===== src/rtl/oag_pkg.sv =====
package oag_pkg;
  localparam int INST_BITS = 48;
  localparam int DISP_W    = 12;
  localparam int FIELD_W   = 4;

  typedef enum logic [1:0] {
    FMT_RR = 2'b00,
    FMT_RX = 2'b01,
    FMT_RS = 2'b10,
    FMT_SS = 2'b11
  } fmt_e;

  typedef struct packed {
    logic load;       // an instruction is accepted
    logic addrValid;  // it produces at least one address
    logic useIndex;   // add the index term
    logic dualAddr;   // two operand addresses
    fmt_e fmt;
  } ctrl_s;
endpackage


===== src/rtl/oag_ctrl.sv =====
module oag_ctrl
  import oag_pkg::*;
(
  input  logic       instValid,
  input  logic [7:0] opcode,
  output ctrl_s      strb
);
  fmt_e decFmt;

  always_comb begin
    decFmt         = fmt_e'(opcode[7:6]);
    strb.fmt       = decFmt;
    strb.load      = instValid;
    strb.addrValid = instValid && (decFmt != FMT_RR);
    strb.useIndex  = (decFmt == FMT_RX);
    strb.dualAddr  = instValid && (decFmt == FMT_SS);
  end
endmodule


===== src/rtl/oag_dpath.sv =====
module oag_dpath
  import oag_pkg::*;
#(
  parameter int REG_W  = 32,
  parameter int ADDR_W = 24,
  parameter int NREGS  = 16
) (
  input  logic              clk,
  input  logic              rstN,
  input  logic              wrEn,
  input  logic [FIELD_W-1:0] wrIdx,
  input  logic [REG_W-1:0]  wrData,
  input  logic [39:0]       instBody,
  input  ctrl_s             strb,
  output logic              opValid,
  output logic              ssValid,
  output logic [1:0]        fmtOut,
  output logic [ADDR_W-1:0] addr1,
  output logic [ADDR_W-1:0] addr2,
  output logic [REG_W-1:0]  rawSum,
  output logic [7:0]        lenOut
);
  localparam int EXT_W = REG_W - DISP_W;

  logic [REG_W-1:0] gpr [NREGS];

  logic [FIELD_W-1:0] idxField, baseA, baseB;
  logic [DISP_W-1:0]  dispA, dispB;
  logic [REG_W-1:0]   dispAExt, dispBExt, idxTerm, baseATerm, baseBTerm;
  logic [REG_W-1:0]   sumA, sumB;

  function automatic logic [REG_W-1:0] readTerm(input logic [FIELD_W-1:0] sel);
    readTerm = (sel == '0) ? '0 : gpr[sel];
  endfunction

  always_comb begin
    idxField  = instBody[35:32];
    baseA     = instBody[31:28];
    dispA     = instBody[27:16];
    baseB     = instBody[15:12];
    dispB     = instBody[11:0];
    dispAExt  = {{EXT_W{1'b0}}, dispA};
    dispBExt  = {{EXT_W{1'b0}}, dispB};
    idxTerm   = strb.useIndex ? readTerm(idxField) : '0;
    baseATerm = readTerm(baseA);
    baseBTerm = readTerm(baseB);
    sumA      = baseATerm + idxTerm + dispAExt;
    sumB      = baseBTerm + dispBExt;
  end

  // register file, synchronous write
  always_ff @(posedge clk or negedge rstN) begin
    if (!rstN) begin
      for (int i = 0; i < NREGS; i++) gpr[i] <= '0;
    end else if (wrEn) begin
      gpr[wrIdx] <= wrData;
    end
  end

  // result stage
  always_ff @(posedge clk or negedge rstN) begin
    if (!rstN) begin
      opValid <= 1'b0;
      ssValid <= 1'b0;
      fmtOut  <= '0;
      addr1   <= '0;
      addr2   <= '0;
      rawSum  <= '0;
      lenOut  <= '0;
    end else begin
      opValid <= strb.addrValid;
      ssValid <= strb.dualAddr;
      if (strb.load) fmtOut <= strb.fmt;
      if (strb.dualAddr) begin
        addr1  <= sumA[ADDR_W-1:0];
        addr2  <= sumB[ADDR_W-1:0];
        rawSum <= sumB;
        lenOut <= instBody[39:32];
      end else if (strb.addrValid) begin
        addr2  <= sumA[ADDR_W-1:0];
        rawSum <= sumA;
      end
    end
  end


  idle_no_valid_chk: assert property (@(posedge clk) disable iff (!rstN)
    !strb.load |=> !opValid);


  dual_implies_valid_chk: assert property (@(posedge clk) disable iff (!rstN)
    ssValid |-> opValid);


  addr_is_low_sum_chk: assert property (@(posedge clk) disable iff (!rstN)
    opValid |-> (addr2 == rawSum[ADDR_W-1:0]));


  hold_when_idle_chk: assert property (@(posedge clk) disable iff (!rstN)
    !strb.addrValid |=> ($stable(addr2) && $stable(rawSum) && $stable(addr1)));


  zero_base_chk: assert property (@(posedge clk) disable iff (!rstN)
    (strb.dualAddr && baseA == '0) |=> (addr1 == $past(dispAExt[ADDR_W-1:0])));
endmodule


===== src/rtl/operand_addr_gen.sv =====
module operand_addr_gen
  import oag_pkg::*;
#(
  parameter int REG_W  = 32,
  parameter int ADDR_W = 24,
  parameter int NREGS  = 16
) (
  input  logic              clk,
  input  logic              rstN,
  input  logic              wrEn,
  input  logic [3:0]        wrIdx,
  input  logic [REG_W-1:0]  wrData,
  input  logic              instValid,
  input  logic [47:0]       instWord,
  output logic              opValid,
  output logic              ssValid,
  output logic [1:0]        fmtOut,
  output logic [ADDR_W-1:0] addr1,
  output logic [ADDR_W-1:0] addr2,
  output logic [REG_W-1:0]  rawSum,
  output logic [7:0]        lenOut
);
  ctrl_s strb;

  oag_ctrl u_ctrl (
    .instValid (instValid),
    .opcode    (instWord[47:40]),
    .strb      (strb)
  );

  oag_dpath #(
    .REG_W  (REG_W),
    .ADDR_W (ADDR_W),
    .NREGS  (NREGS)
  ) u_dpath (
    .clk      (clk),
    .rstN     (rstN),
    .wrEn     (wrEn),
    .wrIdx    (wrIdx),
    .wrData   (wrData),
    .instBody (instWord[39:0]),
    .strb     (strb),
    .opValid  (opValid),
    .ssValid  (ssValid),
    .fmtOut   (fmtOut),
    .addr1    (addr1),
    .addr2    (addr2),
    .rawSum   (rawSum),
    .lenOut   (lenOut)
  );
endmodule


===== config.mk =====
export PLATFORM = sky130hd
export DESIGN_NAME = operand_addr_gen
export DESIGN_NICKNAME = d
export VERILOG_FILES = /design/src/rtl/oag_pkg.sv /design/src/rtl/oag_ctrl.sv /design/src/rtl/oag_dpath.sv /design/src/rtl/operand_addr_gen.sv
export SDC_FILE = /design/constraint.sdc
export NUM_CORES = 1
export LEC_CHECK = 0
export BUFFER_PORTS_ARGS = -buffer_cell sky130_fd_sc_hd__buf_2
export CAP_MARGIN = 30
export CELL_PAD_IN_SITES_DETAIL_PLACEMENT = 0
export CELL_PAD_IN_SITES_GLOBAL_PLACEMENT = 1
export CORE_UTILIZATION = 41
export DETAILED_ROUTE_END_ITERATION = 16
export PLACE_DENSITY_LB_ADDON = 0.1
export SLEW_MARGIN = 20
export SYNTH_ARGS = -nofsm -noshare
export SYNTH_HDL_FRONTEND = slang
export SYNTH_SLANG_ARGS = --single-unit

===== constraint.sdc =====
create_clock -name clk -period 4.41 [get_ports clk]
set_input_delay 0.882 -clock clk [delete_from_list [all_inputs] [get_ports clk]]
set_output_delay 0.882 -clock clk [all_outputs]
set_load 0.01 [all_outputs]

# --- Word-level counts from Yosys, hierarchy flattened ---
# Index checks and enable logic that the tools add are counted.
word_totals:
  ff_bits: 604
  inputBits: 88
op_classes:
  n_addsub: 3
  bitwise: 4
  n_reduce_logical: 8
  n_eq_ne: 2
  muxes: 20
  magnitude_cmp: 5
op_table:
  columns: ["cell", "n"]
  rows:
  - ["512-bit bitwise mux", 1]
  - ["32-bit 2-to-1 mux", 13]
  - ["32-bit binary-select mux with 4-bit select", 3]
  - ["32-bit demux with 4-bit select", 1]
  - ["32-bit by 12-bit adder with 32-bit output", 2]
  - ["24-bit 2-to-1 mux", 2]
  - ["32-bit adder", 1]
  - ["5-bit >= comparator (second input constant)", 4]
  - ["4-bit NOT with 5-bit output", 4]
  - ["4-bit zero test", 3]
  - ["5-bit by 1-bit less-than comparator with 1-bit output (second input constant)", 1]
  - ["2-bit nonzero test", 2]
  - ["1-bit logical AND", 3]
  - ["2-bit by 1-bit == test with 1-bit output (second input constant)", 1]
  - ["2-bit == test (second input constant)", 1]

# --- Longest topological paths before layout ---
# Gate-level depths: netlist (run 1).
logic_depth:
  ltp_word: 10
  depth_mapped: 22
  depth_no_buf: 15

# --- Cells and area by module ---
# A second synthesis (run 1) with hierarchy kept.
hier_totals:
  cells_unflattened: 2508
  hier_area_um2: 37068.1
modules_own_cells:
  columns: ["mod", "area_each_um2", "n_inst", "seq_area_each_um2", "cells_each"]
  rows:
  - ["oag_dpath", 37021.8, 1, 14513.9, 2502]
  - ["oag_ctrl", 46.3, 1, 0.0, 6]

# --- Worst setup path before layout (run 1) ---
# Ideal clock, no wire load.
synth_timing:
  kind: "in2reg"
  from: "input port instWord[28]"
  to: "register u_dpath.rawSum[27]"
  arrival_time_ps: 5877
  path_buffers: 3
  cell_stages: 17
  path_slack_ps: -1594
  t_required_ps: 4283
  path_cell_list: "clkbuf_1 -> buf_2 -> buf_1 -> mux4_2 -> mux4_2 -> and2_1 -> fa_1 -> ha_1 -> fa_1 -> a21oi_1 -> nor2b_1 -> a311oi_1 -> o21a_1 -> a21boi_0 -> or4_1 -> nand3_1 -> nand3_1"
synth_via:
  elab_chain_len: 9
synth_rtl:
  columns: ["element", "line_no", "text"]
  rows:
  - ["from (decl)", "operand_addr_gen.sv:14", "input logic [47:0] instWord,"]
  - ["4-bit NOT with 5-bit output (implied by the code)", "oag_dpath.sv:33", "readTerm = (sel == '0) ? '0 : gpr[sel];"]
  - ["32-bit binary-select mux with 4-bit select", "oag_dpath.sv:33", null]
  - ["32-bit 2-to-1 mux (implied by the code) (2 in a row)", "oag_dpath.sv:33", null]
  - ["32-bit 2-to-1 mux *", "oag_dpath.sv:33", null]
  - ["32-bit adder *", "oag_dpath.sv:47", "sumA = baseATerm + idxTerm + dispAExt;"]
  - ["32-bit by 12-bit adder with 32-bit output *", "oag_dpath.sv:47", null]
  - ["32-bit 2-to-1 mux *", "oag_dpath.sv:79", "end else if (strb.addrValid) begin"]
  - ["32-bit 2-to-1 mux *", "oag_dpath.sv:74", "if (strb.dualAddr) begin"]
  - ["to (signal assigned)", "oag_dpath.sv:77", "rawSum <= sumB;"]
  - ["to (signal assigned)", "oag_dpath.sv:81", "rawSum <= sumA;"]
  - ["to (decl)", "oag_dpath.sv:20", "output logic [REG_W-1:0] rawSum,"]
# Every way passes the cells marked *; elsewhere a longest branch is shown, timed or not. The select of a mux whose other input is x is not followed.
# A chain may end at the register's enable or synchronous reset.

# --- Worst setup path in the final report (run 1) ---
layout_timing:
  from: "input port instWord[32]"
  to: "register u_dpath.rawSum[26]"
layout_via:
  elab_chain_len: 10
layout_rtl:
  columns: ["element", "line_no", "text"]
  rows:
  - ["4-bit NOT with 5-bit output (implied by the code)", "oag_dpath.sv:33", null]
  - ["32-bit binary-select mux with 4-bit select", "oag_dpath.sv:33", null]
  - ["32-bit 2-to-1 mux (implied by the code) (2 in a row)", "oag_dpath.sv:33", null]
  - ["32-bit 2-to-1 mux *", "oag_dpath.sv:33", null]
  - ["32-bit 2-to-1 mux *", "oag_dpath.sv:44", "idxTerm = strb.useIndex ? readTerm(idxField) : '0;"]
  - ["32-bit adder *", "oag_dpath.sv:47", null]
  - ["32-bit by 12-bit adder with 32-bit output *", "oag_dpath.sv:47", null]
  - ["32-bit 2-to-1 mux *", "oag_dpath.sv:79", null]
  - ["32-bit 2-to-1 mux *", "oag_dpath.sv:74", null]
# Marked as above.

==> results.toml, run 1 <==
[route]
vias = 26800
wirelength_microns = 131000
vias_per_cell = 6.32
met1_length_microns = 57200
maxUsedRoutingLayer = "met5"
first_iter_violations = 2443
wl_met2_microns = 60300
wl_per_cell_microns = 30.9
drc = 0
dr.pass1.iters = 5
wl_met3_microns = 9570
final_antenna_net_count = 0

[cts]
cts_root_buf = "clkbuf_16"
clockBufferDepth = 3
hold_buffers = 0
clock_latency_ns = 0.65
clk_pin_slew_ns = 0.06
numCtsBuffers = 71
cts_sinks = 580
htree_levels = 3
tritoncts = "yes"

[timing]
period_minus_slack_ns = 4.50
layout_setup_ws_ns = -0.0900
fin_skew_ns = 0.0203
hold_viol_final = 0
tightest_slew_ns = 1.07
finalMaxSlewViolations = 0
fmax_mhz = 222
rsz0062_at_grt = "yes"
setup_viol = 7
relSlewSlack = 0.289
finalCritPeriodShare = 1.02

[cells_and_area]
final_cell_area_sq_um = 45300
syn_to_final_growth_pct = 21.5
fin_cells = 4233
final_nets = 3166
drive_gt1_frac = 0.583
layout_common_cells = "dfrtp_1 (580), mux2_2 (531), mux4_2 (440)"
final_common_cell = "dfrtp_1"
utilization = 0.503

[worst_setup_path]
critPathLaunchType = "input port"
rr_worst_depth = 16
critPathBufInv = 4
worstPathMaxFanout = 6
crit_family = "compound AO/OA/AOI/OAI gates"
cpMaxStageDelayCell = "fa_2"
worstPathCellList = "buf_16 -> buf_4 -> mux4_2 -> mux4_2 -> and2_4 -> fa_2 -> ha_4 -> a21oi_2 -> o211ai_1 -> buf_4 -> a2111oi_4 -> buf_6 -> o21ai_2 -> a41oi_2 -> o21ai_2 -> xor2_1 -> a221o_1"
timing_worst_setup_path_type = "in2reg"
crit_cells = 17
crit_path_max_incr_delay_ns = 0.60
cp-end-kind = "flop"
arrival_ns = 5.01
required_ns = 4.92

[logic_synthesis]
synth_warnings = 0
synthSimpleGateAreaFrac = 0.0509
synth-xor-area-share = 0.0108
synthCells = 2616
synth_top_family_by_area = "multiplexers"
syn_area_sq_um = 37300
yosysSeqAreaShare = 0.389
async_reset_ff_frac = 1.00
syn-mean-instance-area_sq_um = 14.3
synth_mux_area_frac = 0.442
synth-edff-count = 0
synthAdderAreaFrac = 0.0280
synthFlopType = "dfrtp_1"
synth_seq_cells = 580
synth_cell_type_count = 78
synth_compound_area_frac = 0.0425
synth_fp_nets = 2779

[outcome]
violations = "negative setup slack"
status = "finished, violations left"

[power]
clkPwrFrac = 0.270
internal_power_mw = 15.1
leakage_nw = 19.1
pwr-share-comb = 0.375
power_density_nw_per_um2 = 495
p_sw_mw = 7.40
seq_power_share = 0.355
netSwitchingFraction = 0.329
ir_drop_v = 0.000232

[placed_design]
dpl.hpwl_microns = 88500
routabilityCongestion = 0.902
port_buffers = 173
dp.cells = 4080
dpl_worst_slack_ns = -1.14
place_area_sq_um = 42200

[global_routing]
grt_pass1_wl_microns = 195000
grt_use_total = 0.287
grt_pass1_vias = 27800
grt_max_degree = 100
grt_overflow = 0
grt_antenna_before_repair = 5

[die]
fp.dieH_microns = 304
io_pins = 180
die_area_sq_um = 92300
start_util = 0.414
die_w_microns = 304
rows = 110
core_area_sq_um = 90100

[hold_path]
min_path_type = "in2async"

[flow_run]
cap_violations = 0
[worst paths after layout]
| path | startpoint | end | slack, ns |
|---|---|---|---|
| setup / recovery | instWord[32] | u_dpath.rawSum[26]$_DFFE_PN0P_ | -0.09 |
| hold / removal | rstN | u_dpath.ssValid$_DFF_PN0_ | 0.26 |
| setup reg to reg | u_dpath.gpr[1]$_DFFE_PN0P_ | u_dpath.rawSum[26]$_DFFE_PN0P_ | -0.03 |
| hold reg to reg | u_dpath.addr1[21]$_DFFE_PN0P_ | u_dpath.addr1[21]$_DFFE_PN0P_ | 0.46 |
| max in group asynchronous | rstN | u_dpath.gpr[125]$_DFFE_PN0P_ | 2.99 |
| min in group clk | instWord[39] | u_dpath.lenOut[7]$_DFFE_PN0P_ | 0.45 |
[metal layers]
layer / up-vias / GRT usage
li1: 11000 / -
met1: 14400 / 0.412
met2: 1166 / 0.445
met4: 8 / 0.0812
met5: - / 0
met3: 208 / 0.0537
[cell usage after synthesis, types with 6 or more instances]
cell,count,share of area
a211oi_1,8,0.0016
a21o_1,17,0.0034
a21oi_1,55,0.0074
a22oi_1,11,0.0022
a31oi_1,6,0.0010
and2_1,65,0.011
and3_1,6,0.0010
buf_1,59,0.0059
buf_2,17,0.0023
buf_4,33,0.0066
buf_6,9,0.0027
clkbuf_1,134,0.013
dfrtp_1,580,0.39
fa_1,14,0.0075
ha_1,61,0.020
inv_1,31,0.0031
mux2_2,531,0.16
mux2i_1,17,0.0046
mux4_1,16,0.011
mux4_2,440,0.27
nand2_1,153,0.015
nand2b_1,8,0.0013
nand3_1,29,0.0039
nand4_1,9,0.0015
nor2_1,66,0.0066
nor2b_1,10,0.0017
nor3_1,7,0.00094
o211ai_1,8,0.0016
o21a_1,6,0.0012
o21ai_0,58,0.0078
o21bai_1,6,0.0012
o221ai_1,6,0.0014
o31ai_1,7,0.0014
xnor2_1,24,0.0056
xor2_1,22,0.0052
[through the flow]
stage / hold slack [ns] / TNS, ns / power [mW]
CTS: 0.363 / -0.0645 / 22.3
detailed placement: 0.457 / -40.85 / 16.1
floorplan: 0.492 / -12.74 / 12.8
global route: 0.350 / -1.79 / 23.6
global placement: 0.452 / -41.00 / 15.9
finish: 0.259 / -0.285 / 22.4
[worst register-to-register path: stages, from the launching register on]
cell       delay (ns)
dfrtp_1          0.41
mux4_2           0.47
mux4_2           0.58
and2_4           0.20
fa_1             0.44
ha_2             0.22
buf_4            0.14
a21oi_2          0.15
o211ai_1         0.11
buf_4            0.16
a2111oi_4        0.36
buf_6            0.19
o21ai_2          0.06
a41oi_2          0.21
o21ai_2          0.10
xor2_1           0.18
a221o_1          0.31
[power groups by stage]
stage / sequential (mW) / combinational, mW / clock, mW
final: 7.97 / 8.43 / 6.05
after CTS: 7.92 / 8.16 / 6.19
after global placement: 7.87 / 7.99 / 0
after detailed placement: 8.01 / 8.09 / 0
after global routing: 8.16 / 8.99 / 6.40
after floorplan: 7.65 / 5.15 / 0
[registers in the layout, summed over array words and instances (netlist names)]
name,count
u_dpath.gpr,512
u_dpath.rawSum,32
u_dpath.addr1,24
u_dpath.lenOut,8
u_dpath.fmtOut,2
u_dpath.opValid,1
u_dpath.ssValid,1
[cells by family after synthesis]
family	after synthesis
adder cells (fa/ha/maj)	75
buffers and inverters	291
XOR/XNOR	46
flip-flops	580
AO/OA/AOI/OAI	233
multiplexers	1005
AND/OR/NAND/NOR	386
[timing repair]
action,4_1_cts,5_1_grt
gates cloned,3,0
endpoints found under the hold margin,0,0
setup buffers,8,16
setup endpoints to repair,37,34
pin swaps,15,33
resized for setup,18,71
[final cells by class]
class                           count  area [sq um]
Sequential cell                   580         14500
Clock inverter                     23           328
Tap cell                         1176          1470
Inverter                           33           124
Fill cell                        7625         44800
Multi-Input combinational cell   1745         22100
Clock buffer                      102          2040
Timing Repair Buffer              572          4710
Antenna cell                        2          5.00
Power figures use the tool's default switching activity.
==> run 2, diff against run 1 <==
SETUP_SLACK_MARGIN = 0.2   (was not set)
==> results.toml, run 2 (synthesis results as in run 1) <==
[worst_setup_path]
timing_worst_setup_path_type = "in2reg"
critPathBufInv = 6
cp-end-kind = "flop"
worstPathCellList = "buf_16 -> buf_12 -> buf_4 -> mux4_2 -> mux4_2 -> and2_4 -> fa_1 -> ha_4 -> nand3_2 -> o211ai_1 -> a2111oi_2 -> buf_4 -> buf_6 -> o31ai_4 -> nand2_1 -> o31a_1 -> buf_6 -> mux2i_2 -> o221ai_2"
crit_family = "multiplexers"
crit_path_max_incr_delay_ns = 0.48
worstPathMaxFanout = 5
cpMaxStageDelayCell = "mux4_2"
required_ns = 4.89
critPathLaunchType = "input port"
arrival_ns = 5.02

[global_routing]
grt_max_degree = 96
grt_overflow = 0
grt_pass1_wl_microns = 193000
grt_use_total = 0.287
grt_antenna_before_repair = 11
grt_pass1_vias = 27700

[cts]
clk_pin_slew_ns = 0.06
tritoncts = "yes"
htree_levels = 3
numCtsBuffers = 69
cts_root_buf = "clkbuf_16"
clockBufferDepth = 3
hold_buffers = 0
cts_sinks = 580
clock_latency_ns = 0.63

[placed_design]
dpl_worst_slack_ns = -1.31
routabilityCongestion = 0.900
port_buffers = 173
dpl.hpwl_microns = 86700

[timing]
rsz0062_at_grt = "yes"
period_minus_slack_ns = 4.54
layout_setup_ws_ns = -0.126
finalMaxSlewViolations = 0
fin_hold_ws_ns = 0.301
fmax_mhz = 220
fin_skew_ns = 0.0219
tightest_slew_ns = 1.02
relSlewSlack = 0.322
finalCritPeriodShare = 1.03
fin_setup_tns_ns = -0.736
hold_viol_final = 0
setup_viol = 17

[die]
io_pins = 180
rows = 110
start_util = 0.414
fp.dieH_microns = 304
die_w_microns = 304
die_area_sq_um = 92300
core_area_sq_um = 90100

[power]
power_density_nw_per_um2 = 500
ir_drop_v = 0.000255
power.total_mw = 23.0
leakage_nw = 19.4

[cells_and_area]
final_nets = 3171
top_regs = "u_dpath.gpr: 512 flops, u_dpath.rawSum: 32 flops, u_dpath.addr1: 24 flops"
drive_gt1_frac = 0.597
multi_input_area_sq_um = 22500
layout_common_cells = "dfrtp_1 (580), mux2_2 (531), mux4_2 (440)"
regArea_sq_um = 14500
syn_to_final_growth_pct = 23.5
regMostFlops = "u_dpath.gpr"
largest_register_ffs = 512
final_common_cell = "dfrtp_1"
nFillCells = 7585

[route]
wirelength_microns = 131000
drc = 0
final_antenna_net_count = 0
wl_met3_microns = 10900
met1_length_microns = 55100
wl_per_cell_microns = 30.8
vias = 26600
maxUsedRoutingLayer = "met5"
first_iter_violations = 1990
dr.pass1.iters = 7
vias_per_cell = 6.27
wl_met2_microns = 60300

[flow_run]
cap_violations = 0

[outcome]
status = "finished, violations left"
violations = "negative setup slack"

[hold_path]
min_path_type = "in2async"
-- run 2: cell count changes in the layout (fill, tap and decap cells not counted), moves of 5 or more --
cell,delta
buf_4,-22
o21ai_2,+6
ha_4,+11
o21ai_0,-7
bufinv_16,+6
nand2_1,-5
buf_6,+15
ha_1,-9
clkbuf_1,-6
a21oi_1,-5
-- run 2: path summary, 6_finish.rpt --
kind	endpoint	from	slack [ns]	depth (start not counted)
worst min-delay path	u_dpath.addr1[1]$_DFFE_PN0P_	rstN	0.30	1
worst max register to register	u_dpath.rawSum[27]$_DFFE_PN0P_	u_dpath.gpr[1]$_DFFE_PN0P_	-0.07	17
worst min register to register	u_dpath.addr1[21]$_DFFE_PN0P_	u_dpath.addr1[21]$_DFFE_PN0P_	0.46	2
min in group clk	u_dpath.lenOut[7]$_DFFE_PN0P_	instWord[39]	0.46	3
worst max-delay path	u_dpath.rawSum[30]$_DFFE_PN0P_	instWord[32]	-0.13	19
max in group asynchronous	u_dpath.gpr[118]$_DFFE_PN0P_	rstN	3.00	2
-- run 2: power by group --
part           total [mW]  switching [mW]  internal, mW
Clock                6.26            2.43          3.83
Combinational        8.80            3.73          5.07
Sequential           7.98            1.31          6.67
Total                23.0            7.47          15.6
-- run 2: metrics by stage --
step / area [sq um] / instances / utilization
after global routing: 46100 / 4237 / 0.511
after global placement: 42100 / 4063 / 0.467
after CTS: 45600 / 4222 / 0.506
after detailed placement: 42100 / 4063 / 0.467
after floorplan: 37900 / 2616 / -
final: 46100 / 4239 / 0.512
-- run 2: layout make-up --
| type | count | share of cell area |
|---|---|---|
| multi-input cells | 1745 | 0.488 |
| clock buffers | 91 | 0.0423 |
| inverters | 33 | 0.00269 |
| flip-flops and latches | 580 | 0.315 |
| well taps | 1176 | 0.0319 |
| diodes | 4 | 0.000217 |
| clock inverters | 31 | 0.0110 |
| repair buffers | 579 | 0.109 |
-- run 2: worst register-to-register path, stage by stage, from the launching register on --
cell and delay [ns]:
dfrtp_1 0.40, mux4_2 0.48, mux4_2 0.59, and2_4 0.21
fa_1 0.50, ha_4 0.19, fa_2 0.40, a21oi_2 0.14
nor2b_2 0.06, a311oi_2 0.19, buf_4 0.18, buf_6 0.12
o21a_4 0.18, buf_6 0.12, a21boi_4 0.05, or4_1 0.39
nand3_1 0.09, nand3_1 0.07
-- run 2: routing by layer --
layer | vias to the layer above | track usage
li1 | 11000 | -
met1 | 14200 | 0.396
met2 | 1178 | 0.443
met3 | 227 | 0.0705
met4 | 6 | 0.100
met5 | - | 0
-- run 2: repair_timing --
action,CTS,global route
resized for setup,122,63
setup endpoints to repair,38,40
cloned,8,0
setup buffers,29,13
pin swaps,56,48
==> run 3, diff against run 2 <==
CORE_MARGIN = 2   (was not set)
SYNTH_HIERARCHICAL = 1   (was not set)
==> results.toml, run 3 <==
[worst_setup_path]
cp-end-kind = "flop"
critPathLaunchType = "input port"
required_ns = 4.95
reg2reg_to = "u_dpath/rawSum[27]$_DFFE_PN0P_"
r2r-start = "u_dpath/gpr[1]$_DFFE_PN0P_"
endpoint = "u_dpath/rawSum[28]$_DFFE_PN0P_"
worstPathMaxFanout = 6
timing_worst_setup_path_type = "in2reg"
r2r_slack_ns = -0.17
rr_worst_depth = 18
critPathLaunch = "instWord[28]"
arrival_ns = 5.32

[logic_synthesis]
syn_area_sq_um = 37100
synth-edff-count = 0
synth_top_area_frac = 0.392
syn-mean-instance-area_sq_um = 14.8
netlist.top_cell.by_area = "dfrtp_1"
synth_common_cells = "dfrtp_1 (580), mux2_2 (548), mux4_2 (435)"
yosysSeqAreaShare = 0.392
synth_fp_nets = 2671
synth_warnings = 6
ys_top_cells_by_area = "dfrtp_1 (39%), mux4_2 (26%), mux2_2 (17%)"
synth_cell_type_count = 79
yosysMostFrequentCell = "dfrtp_1"
async_reset_ff_frac = 1.00
synthCells = 2508
synthFlopType = "dfrtp_1"
synth_seq_cells = 580

[cells_and_area]
syn_to_final_growth_pct = 24.1
regArea_sq_um = 14500
nFillCells = 7549
multi_input_area_sq_um = 22100
drive_gt1_frac = 0.620
fin_cells = 4210
final_common_cell = "dfrtp_1"
top_regs = "u_dpath/gpr: 512 flops, u_dpath/addr1: 24 flops, u_dpath/addr2: 23 flops"
largest_register_ffs = 512
utilization = 0.512
layout_common_cells = "dfrtp_1 (580), mux2_2 (537), mux4_2 (435)"
final_nets = 3135
regMostFlops = "u_dpath/gpr"

[die]
rows = 110
fp.dieH_microns = 305
core_area_sq_um = 89900
die_w_microns = 305
io_pins = 180
die_area_sq_um = 92800
start_util = 0.412

[global_routing]
grtUsageMet1 = 0.378
grt_antenna_before_repair = 7
grt.busiest_layer = "met2"
grt_pass1_wl_microns = 190000
grt_util_met2 = 0.449
grt_max_degree = 100
grt_overflow = 0
grt_pass1_vias = 27500
grt_use_total = 0.278
grtUsageMet3 = 0.0581

[route]
vias_per_cell = 6.18
first_iter_violations = 1919
vias = 26000
drc = 0
wirelength_microns = 129000
wl_per_cell_microns = 30.5
dr.pass1.iters = 5
final_antenna_net_count = 0

[cts]
numCtsBuffers = 72
clk_pin_slew_ns = 0.06
tritoncts = "yes"
hold_buffers = 0
htree_levels = 3
clockBufferDepth = 3
clock_latency_ns = 0.63
cts_sinks = 580
cts_root_buf = "clkbuf_16"

[power]
pwr-share-comb = 0.382
netSwitchingFraction = 0.319
leakage_nw = 19.4
clkPwrFrac = 0.277
p_sw_mw = 7.43
ir_drop_v = 0.000270
power_density_nw_per_um2 = 505
internal_power_mw = 15.8
seq_power_share = 0.341

[timing]
hold_viol_final = 0
fmax_mhz = 209
relSlewSlack = 0.326
finalMaxSlewViolations = 0
finalCritPeriodShare = 1.08
fin_skew_ns = 0.0223
fin_setup_tns_ns = -7.01
tightest_slew_ns = 1.01
period_minus_slack_ns = 4.78
rsz0062_at_grt = "yes"
layout_setup_ws_ns = -0.371
setup_viol = 35

[outcome]
status = "finished, violations left"
violations = "negative setup slack"

[placed_design]
routabilityCongestion = 0.881
dpl.hpwl_microns = 87700
dp.cells = 4033
port_buffers = 173

[hold_path]
min_path_type = "in2async"

[flow_run]
cap_violations = 0
-- run 3: worst min path at each step --
stage / start / endpoint / cells after the start
after global placement: u_dpath/addr1[0]$_DFFE_PN0P_ / u_dpath/addr1[0]$_DFFE_PN0P_ / 2
after floorplan: u_dpath/gpr[493]$_DFFE_PN0P_ / u_dpath/gpr[493]$_DFFE_PN0P_ / 1
final: rstN / u_dpath/gpr[378]$_DFFE_PN0P_ / 1
after global routing: rstN / u_dpath/gpr[282]$_DFFE_PN0P_ / 1
after detailed placement: u_dpath/addr1[0]$_DFFE_PN0P_ / u_dpath/addr1[0]$_DFFE_PN0P_ / 2
after CTS: rstN / u_dpath/gpr[346]$_DFFE_PN0P_ / 1
-- run 3: what timing repair did --
item | in CTS | in global routing
pin swaps | 59 | 39
cloned | 2 | 0
setup buffers | 33 | 6
setup endpoints to repair | 40 | 42
gates resized for setup | 134 | 28
endpoints found under the hold margin | 0 | 0
-- run 3: cell families (layout without fill, tap and decap cells) --
kind of cell / Yosys count / in the layout / synth area share
mux: 1034 / 1034 / 0.454
flops: 580 / 580 / 0.392
simple gates: 287 / 287 / 0.0407
buf+inv: 267 / 790 / 0.0352
compound gates: 215 / 215 / 0.0384
fa+ha+maj: 75 / 75 / 0.0282
xor+xnor: 50 / 50 / 0.0118
other cells: 0 / 3 / 0
-- run 3: cell type report --
class	count	area share
Antenna cell	3	0.000163
Tap cell	1176	0.0320
Clock buffer	97	0.0463
Inverter	21	0.00171
Multi-Input combinational cell	1661	0.481
Clock inverter	36	0.0101
Sequential cell	580	0.316
Timing Repair Buffer	636	0.114
-- run 3: critical path, cell delays in order --
cell       delay [ns]
clkbuf_16        0.14
buf_12           0.16
buf_16           0.14
buf_12           0.11
buf_8            0.10
mux4_2           0.50
mux4_2           0.47
and2_4           0.17
fa_1             0.52
ha_4             0.22
o21a_4           0.20
a2bb2oi_4        0.15
buf_6            0.13
and3_4           0.19
nor4_4           0.39
o21ai_2          0.17
a211oi_2         0.22
nor2_1           0.08
xnor2_1          0.13
a211oi_1         0.20
-- run 3: metrics by stage --
| step | hold WS, ns | instance area, sq um | setup WS (ns) | total power [mW] |
|---|---|---|---|---|
| floorplan | 0.493 | 37500 | -0.542 | 12.7 |
| global placement | 0.477 | 42100 | -1.61 | 15.9 |
| detailed placement | 0.481 | 42100 | -1.54 | 16.1 |
| CTS | 0.346 | 45800 | -0.352 | 23.2 |
| global route | 0.372 | 46000 | -0.436 | 24.4 |
| finish | 0.337 | 46000 | -0.371 | 23.2 |
-- run 3: power groups by stage --
stage | Clock (mW) | Combinational, mW | Sequential, mW
floorplan | 0 | 5.01 | 7.66
global placement | 0 | 8.03 | 7.89
CTS | 6.59 | 8.73 | 7.90
finish | 6.44 | 8.89 | 7.92
global route | 6.80 | 9.46 | 8.11
detailed placement | 0 | 8.15 | 7.99
-- run 3: routing by layer --
metal	wire length, microns	up-vias
met5	44	-
met4	4390	8
met3	8570	253
met2	60900	971
met1	54700	14000
li1	-	10800
